--- src/rtl/pgpio_pkg.sv ---
package pgpio_pkg;
  typedef enum logic [1:0] {
    PG_NONE = 2'd0,
    PG_POL  = 2'd1,
    PG_EN   = 2'd2,
    PG_STAT = 2'd3
  } page_t;

  localparam int PORT_W_DEF    = 8;
  localparam int PORTS_DEF     = 6;
  localparam int IRQ_PORTS_DEF = 3;
  localparam int ADDR_W_DEF    = 4;
endpackage

--- src/rtl/pgpio_sync.sv ---
module pgpio_sync #(
  parameter int N  = 48,
  parameter int NI = 24
) (
  input  logic          clk,
  input  logic          rst,
  input  logic [N-1:0]  pin_in,
  output logic [N-1:0]  cur,
  output logic [NI-1:0] prev
);
  logic [N-1:0]  s1_q, s2_q;
  logic [NI-1:0] prev_q;

  always_ff @(posedge clk) begin
    if (rst) begin
      s1_q   <= '0;
      s2_q   <= '0;
      prev_q <= '0;
    end else begin
      s1_q   <= pin_in;
      s2_q   <= s1_q;
      prev_q <= s2_q[NI-1:0];
    end
  end

  assign cur  = s2_q;
  assign prev = prev_q;


  sync_delay_chk: assert property (@(posedge clk) disable iff (rst)
    (!$past(rst) && !$past(rst, 2)) |-> (cur == $past(pin_in, 2)));
endmodule

--- src/rtl/pgpio_irq_port.sv ---
module pgpio_irq_port #(
  parameter int PW = 8
) (
  input  logic          clk,
  input  logic          rst,
  input  logic [PW-1:0] cur,
  input  logic [PW-1:0] prev,
  input  logic          wr_pol,
  input  logic          wr_en,
  input  logic          wr_stat,
  input  logic [PW-1:0] wdata,
  output logic [PW-1:0] pol_q,
  output logic [PW-1:0] en_q,
  output logic [PW-1:0] stat_q
);
  logic [PW-1:0] rise, fall, hit, clr;

  assign rise = cur & ~prev;
  assign fall = ~cur & prev;
  assign hit  = en_q & ((pol_q & rise) | (~pol_q & fall));
  assign clr  = wr_stat ? wdata : '0;

  always_ff @(posedge clk) begin
    if (rst) begin
      pol_q  <= '0;
      en_q   <= '0;
      stat_q <= '0;
    end else begin
      if (wr_pol) pol_q <= wdata;
      if (wr_en)  en_q  <= wdata;
      stat_q <= (stat_q & ~clr) | hit;
    end
  end


  stat_needs_en_chk: assert property (@(posedge clk) disable iff (rst)
    (stat_q & ~$past(stat_q) & ~$past(en_q)) == '0);

  stat_hold_chk: assert property (@(posedge clk) disable iff (rst)
    (~stat_q & $past(stat_q) & ~$past(clr)) == '0);

  stat_clear_chk: assert property (@(posedge clk) disable iff (rst)
    (stat_q & $past(clr & ~hit)) == '0);

  en_hold_chk: assert property (@(posedge clk) disable iff (rst)
    !$past(wr_en) |-> $stable(en_q));
endmodule

--- src/rtl/pgpio_top.sv ---
module pgpio_top
  import pgpio_pkg::*;
#(
  parameter int PORTS     = PORTS_DEF,
  parameter int IRQ_PORTS = IRQ_PORTS_DEF,
  parameter int PW        = PORT_W_DEF,
  parameter int AW        = ADDR_W_DEF
) (
  input  logic                clk,
  input  logic                rst,
  input  logic                reg_we,
  input  logic [AW-1:0]       reg_addr,
  input  logic [PW-1:0]       reg_wdata,
  output logic [PW-1:0]       reg_rdata,
  input  logic [PORTS*PW-1:0] pin_in,
  output logic [PORTS*PW-1:0] pin_drive,
  output logic                irq
);
  localparam int NL = PORTS * PW;
  localparam int NI = IRQ_PORTS * PW;
  localparam logic [AW-1:0] PAGE_A = AW'(PORTS + 1);
  localparam int BANK_BASE = PORTS + 2;

  logic [1:0]                      page_q;
  logic [PORTS-1:0][PW-1:0]        data_q;
  logic [NL-1:0]                   sync_cur;
  logic [NI-1:0]                   sync_prev;
  logic [IRQ_PORTS-1:0][PW-1:0]    pol_q, en_q, st_q;

  pgpio_sync #(.N(NL), .NI(NI)) u_sync (
    .clk(clk), .rst(rst), .pin_in(pin_in), .cur(sync_cur), .prev(sync_prev)
  );

  always_ff @(posedge clk) begin
    if (rst) page_q <= 2'd0;
    else if (reg_we && reg_addr == PAGE_A) page_q <= reg_wdata[PW-1 -: 2];
  end

  genvar gp;
  generate
    for (gp = 0; gp < PORTS; gp++) begin : g_data
      always_ff @(posedge clk) begin
        if (rst) data_q[gp] <= '0;
        else if (reg_we && reg_addr == AW'(gp)) data_q[gp] <= reg_wdata;
      end
    end

    for (gp = 0; gp < IRQ_PORTS; gp++) begin : g_irq
      logic sel;
      assign sel = reg_we && (reg_addr == AW'(BANK_BASE + gp));
      pgpio_irq_port #(.PW(PW)) u_port (
        .clk(clk), .rst(rst),
        .cur(sync_cur[gp*PW +: PW]),
        .prev(sync_prev[gp*PW +: PW]),
        .wr_pol(sel && page_t'(page_q) == PG_POL),
        .wr_en(sel && page_t'(page_q) == PG_EN),
        .wr_stat(sel && page_t'(page_q) == PG_STAT),
        .wdata(reg_wdata),
        .pol_q(pol_q[gp]), .en_q(en_q[gp]), .stat_q(st_q[gp])
      );
    end
  endgenerate

  assign pin_drive = data_q;
  assign irq       = |st_q;

  always_comb begin
    reg_rdata = '0;
    for (int p = 0; p < PORTS; p++)
      if (reg_addr == AW'(p)) reg_rdata = sync_cur[p*PW +: PW];
    if (reg_addr == PAGE_A) reg_rdata = {page_q, {(PW-2){1'b0}}};
    for (int k = 0; k < IRQ_PORTS; k++) begin
      if (reg_addr == AW'(BANK_BASE + k)) begin
        unique case (page_t'(page_q))
          PG_POL:  reg_rdata = pol_q[k];
          PG_EN:   reg_rdata = en_q[k];
          PG_STAT: reg_rdata = st_q[k];
          default: reg_rdata = '0;
        endcase
      end
    end
  end


  page_hold_chk: assert property (@(posedge clk) disable iff (rst)
    !$past(reg_we && reg_addr == PAGE_A) |-> $stable(page_q));

  drive_hold_chk: assert property (@(posedge clk) disable iff (rst)
    !$past(reg_we && reg_addr < AW'(PORTS)) |-> $stable(pin_drive));
endmodule

--- config.mk ---
export PLATFORM = sky130hd
export DESIGN_NAME = pgpio_top
export DESIGN_NICKNAME = d
export VERILOG_FILES = /design/src/rtl/pgpio_pkg.sv /design/src/rtl/pgpio_sync.sv /design/src/rtl/pgpio_irq_port.sv /design/src/rtl/pgpio_top.sv
export SDC_FILE = /design/constraint.sdc
export NUM_CORES = 1
export LEC_CHECK = 0
export CAP_MARGIN = 10
export CORE_MARGIN = 4
export CORE_UTILIZATION = 50
export DETAILED_ROUTE_END_ITERATION = 8
export HOLD_SLACK_MARGIN = 0.15
export PLACE_DENSITY = 0.76
export SLEW_MARGIN = 10
export SYNTH_ARGS = -nofsm -noshare
export SYNTH_HDL_FRONTEND = slang
export SYNTH_SLANG_ARGS = --single-unit
export TNS_END_PERCENT = 20
--- constraint.sdc ---
create_clock -name clk -period 1.5 [get_ports clk]
set_input_delay 0.15 -clock clk [delete_from_list [all_inputs] [get_ports clk]]
set_output_delay 0.15 -clock clk [all_outputs]
set_load 0.005 [all_outputs]
==> qor.csv <==
stage,metric,value,unit
status,status,"finished, violations left",
status,failing checks,negative setup slack,
detailed_routing,post-DR wirelength/cell,18.3,um
final_layout,layout overhead on the synthesized area,41.1,%
floorplan,DIE WIDTH,145,um
yosys,Post-Syn Nets,1018,
placement,placed cells,1401,
clock_tree,clock sinks,242,
worst_hold_path,depth of the worst hold-timing path,2,
worst_setup_path,WP buf/inv,4,
floorplan,die height,145,um
yosys,Syn. warnings,0,
global_routing,pin count of the biggest net entering global routing,56,
floorplan,DIE AREA,21100,um2
final_layout,layout filler cell count,1297,
yosys,sequential share of the synthesized area,51.5,%
placement,GPL Wtd Cong,0.926,
sta,final number of setup-violating endpoints,58,
detailed_routing,number of vias per cell,5.31,
power,VDD IR max,905,uV
worst_setup_path,cell mode on critical path,buf_6,
global_routing,overall routing resource usage,24.2,%
sta,RSZ-0062 raised after global routing,true,
power,leakage,0.00565,uW
final_layout,most frequent cells in the layout,"234 x dfxtp_1, 132 x buf_4, 129 x nor2_1",
global_routing,number of global-route vias before repair,7716,
clock_tree,Max clock buf depth,3,
yosys,Seq cells post-synth,242,
yosys,post-synthesis cell type count,46,
detailed_routing,drt initial violations,425,
sta,Tmin final,2.35,ns
final_layout,"most common cell after layout, fill and taps aside",dfxtp_1,
yosys,synthesized cell area,9410,um2
worst_setup_path,WP depth,8,
worst_setup_path,Worst Path Required,1.35,ns
worst_setup_path,"Max FO, Critical Path",5,
detailed_routing,"wirelength, routed",26500,um
clock_tree,CTS root buf,clkbuf_16,
run,maxcap violations,0,
detailed_routing,via count,7723,
sta,Worst Max-Slew Pin Slew,0.380,ns
floorplan,initial core utilization,51.7,%
sta,final hold viol count,0,
final_layout,diode count,0,
worst_setup_path,CP Capture Type,primary output,
global_routing,initial antenna violation count,0,
detailed_routing,DR pass1 iterations,5,
detailed_routing,Met1 Wirelength,10800,um
detailed_routing,DR top layer,met4,
yosys,Post-Syn Instances,955,
worst_hold_path,Worst Hold Class,in -> reg,
sta,Max Clk Rate,0.425,GHz
clock_tree,Skew-Pair Late Insertion Delay,0.53,ns
global_routing,first-pass GRT wire length,41200,um
detailed_routing,met3 wire len,1850,um
detailed_routing,Final ANT Viol Nets,0,
clock_tree,H-tree depth,1,
worst_setup_path,cells along the critical path,buf_6 -> buf_6 -> mux2_4 -> a22oi_2 -> buf_4 -> o22ai_2 -> a211o_1 -> buf_2,
worst_setup_path,Register-to-Register Path Depth,9,
placement,DP HPWL,18700,um
power,PwrDens,1070,nW/um2
worst_setup_path,CP max stage cell,dfxtp_4,
detailed_routing,Residual DRC,0,
sta,Min Hold Slack,0.177,ns
sta,fin crit share,157,%
floorplan,Site Rows,49,
clock_tree,clk slew on worst S/H paths,0.06,ns
placement,buffers added on ports,119,
worst_setup_path,WP data arrival,2.20,ns
worst_setup_path,cell family contributing the most delay on the critical path,buffers and inverters,
sta,"Slew Viols, Final",0,
final_layout,Layout Cells excl Fill,1454,
detailed_routing,met2 routed WL,12600,um
global_routing,total grt overflow,0,
floorplan,io pins,120,
power,Pwr Total,14200,uW
final_layout,layout cells sized above 1,25.6,%
clock_tree,total CTS buffers,25,
final_layout,Nets,1271,
worst_setup_path,WS Path Type,reg -> out,
sta,setup ws final,-0.855,ns
worst_setup_path,CP Launch Type,flop,
floorplan,Placeable Area,18200,um2
worst_setup_path,CP peak stage delay,0.40,ns
sta,relative slew slack,74.5,%
clock_tree,CTS tree,built,
yosys,mean post-synth cell area,9.85,um2
sta,clk_skew,0.0152,ns
==> cells in the mapped netlist (all sizes together) <==
master / count / share of area (%)
a211o: 2 / 0.19
a211oi: 1 / 0.080
a21oi: 44 / 2.3
a22o: 12 / 1.1
a22oi: 21 / 1.7
a2bb2oi: 1 / 0.093
and2: 1 / 0.067
and3: 1 / 0.067
and3b: 1 / 0.093
and4: 1 / 0.093
buf: 20 / 1.2
clkbuf: 39 / 1.6
dfxtp: 242 / 51
inv: 11 / 0.44
mux2: 31 / 3.7
mux2i: 100 / 11
nand2: 32 / 1.3
nand2b: 8 / 0.56
nand3: 5 / 0.37
nand3b: 4 / 0.49
nand4: 3 / 0.20
nor2: 132 / 5.3
nor2b: 124 / 8.2
nor3: 9 / 1.2
nor3b: 24 / 1.9
nor4: 7 / 0.62
o21ai: 52 / 2.8
o22ai: 4 / 0.27
o2bb2ai: 2 / 0.19
o311ai: 6 / 0.56
o32a: 5 / 0.53
or2: 7 / 0.47
or3: 3 / 0.20
==> routing by layer <==
layer	up-vias	GRT usage, %
li1	3776	-
met1	3573	30.1
met2	307	41.1
met3	67	3.99
met4	0	11.4
met5	-	0
==> where the power goes <==
group | switching (uW) | total [uW] | internal [uW]
clock network | 2520 | 6600 | 4070
logic | 459 | 938 | 478
registers | 67.2 | 6650 | 6580
total | 3050 | 14200 | 11100
==> what timing repair did <==
action / CTS / global route
gates resized for setup: 146 / 44
hold buffers: 1 / 0
gates cloned: 1 / 0
pin swaps: 21 / 17
setup endpoints to repair: 141 / 117
buffers inserted: 7 / 3
hold endpoints to repair: 25 / 0
==> worst register-to-register path, delay by kind of cell (launching register included) <==
| kind | cells | cell delay (ns) |
|---|---|---|
| AND/OR/NAND/NOR | 3 | 0.44 |
| multiplexers | 1 | 0.20 |
| buffers and inverters | 5 | 0.72 |
| flip-flops | 1 | 0.38 |
==> through the flow <==
step	setup WS, ns	cell area (um2)	utilization (%)	TNS, ns
floorplan	-0.0261	9430	-	-0.213
global placement	-1.16	12000	65.7	-69.64
detailed placement	-1.16	12000	65.7	-74.29
CTS	-0.889	13000	71.6	-12.18
global route	-0.897	13300	72.9	-21.63
finish	-0.855	13300	72.9	-18.24
==> worst paths after layout <==
path                                 startpoint                  endpoint  slack [ns]
worst min register to register  u_sync.s1_q[46]            u_sync.cur[46]        0.42
worst max-delay path                  page_q[1]              reg_rdata[6]       -0.85
worst min-delay path                 pin_in[20]           u_sync.s1_q[20]        0.18
worst max register to register        page_q[1]  g_irq[0].u_port.pol_q[4]       -0.35
==> state kept, by name, indices dropped and copies added (netlist names) <==
name and cells:
pin_drive 48, g_irq.u_port.en_q 24, u_sync.cur 48, g_irq.u_port.pol_q 24, page_q 2, u_sync.prev 24, u_sync.s1_q 48, g_irq.u_port.stat_q 24
==> cells by family after synthesis <==
| family | after synthesis | share of synthesized area, % |
|---|---|---|
| DFF | 242 | 51.5 |
| muxes | 131 | 14.3 |
| AOI/OAI and AO/OA | 150 | 9.80 |
| buffers and inverters | 70 | 3.16 |
| and+or+nand+nor | 362 | 21.2 |
==> layout make-up <==
class / count / area, um2 / share of cell area (%)
tap: 229 / 287 / 2.16
timing repair buffer: 285 / 2610 / 19.6
sequential: 242 / 4860 / 36.6
multi-input combinational: 643 / 4600 / 34.7
inverter: 11 / 41.3 / 0.311
clock inverter: 12 / 198 / 1.49
clock buffer: 32 / 682 / 5.14
No activity file was read; power rests on OpenSTA's default activity.
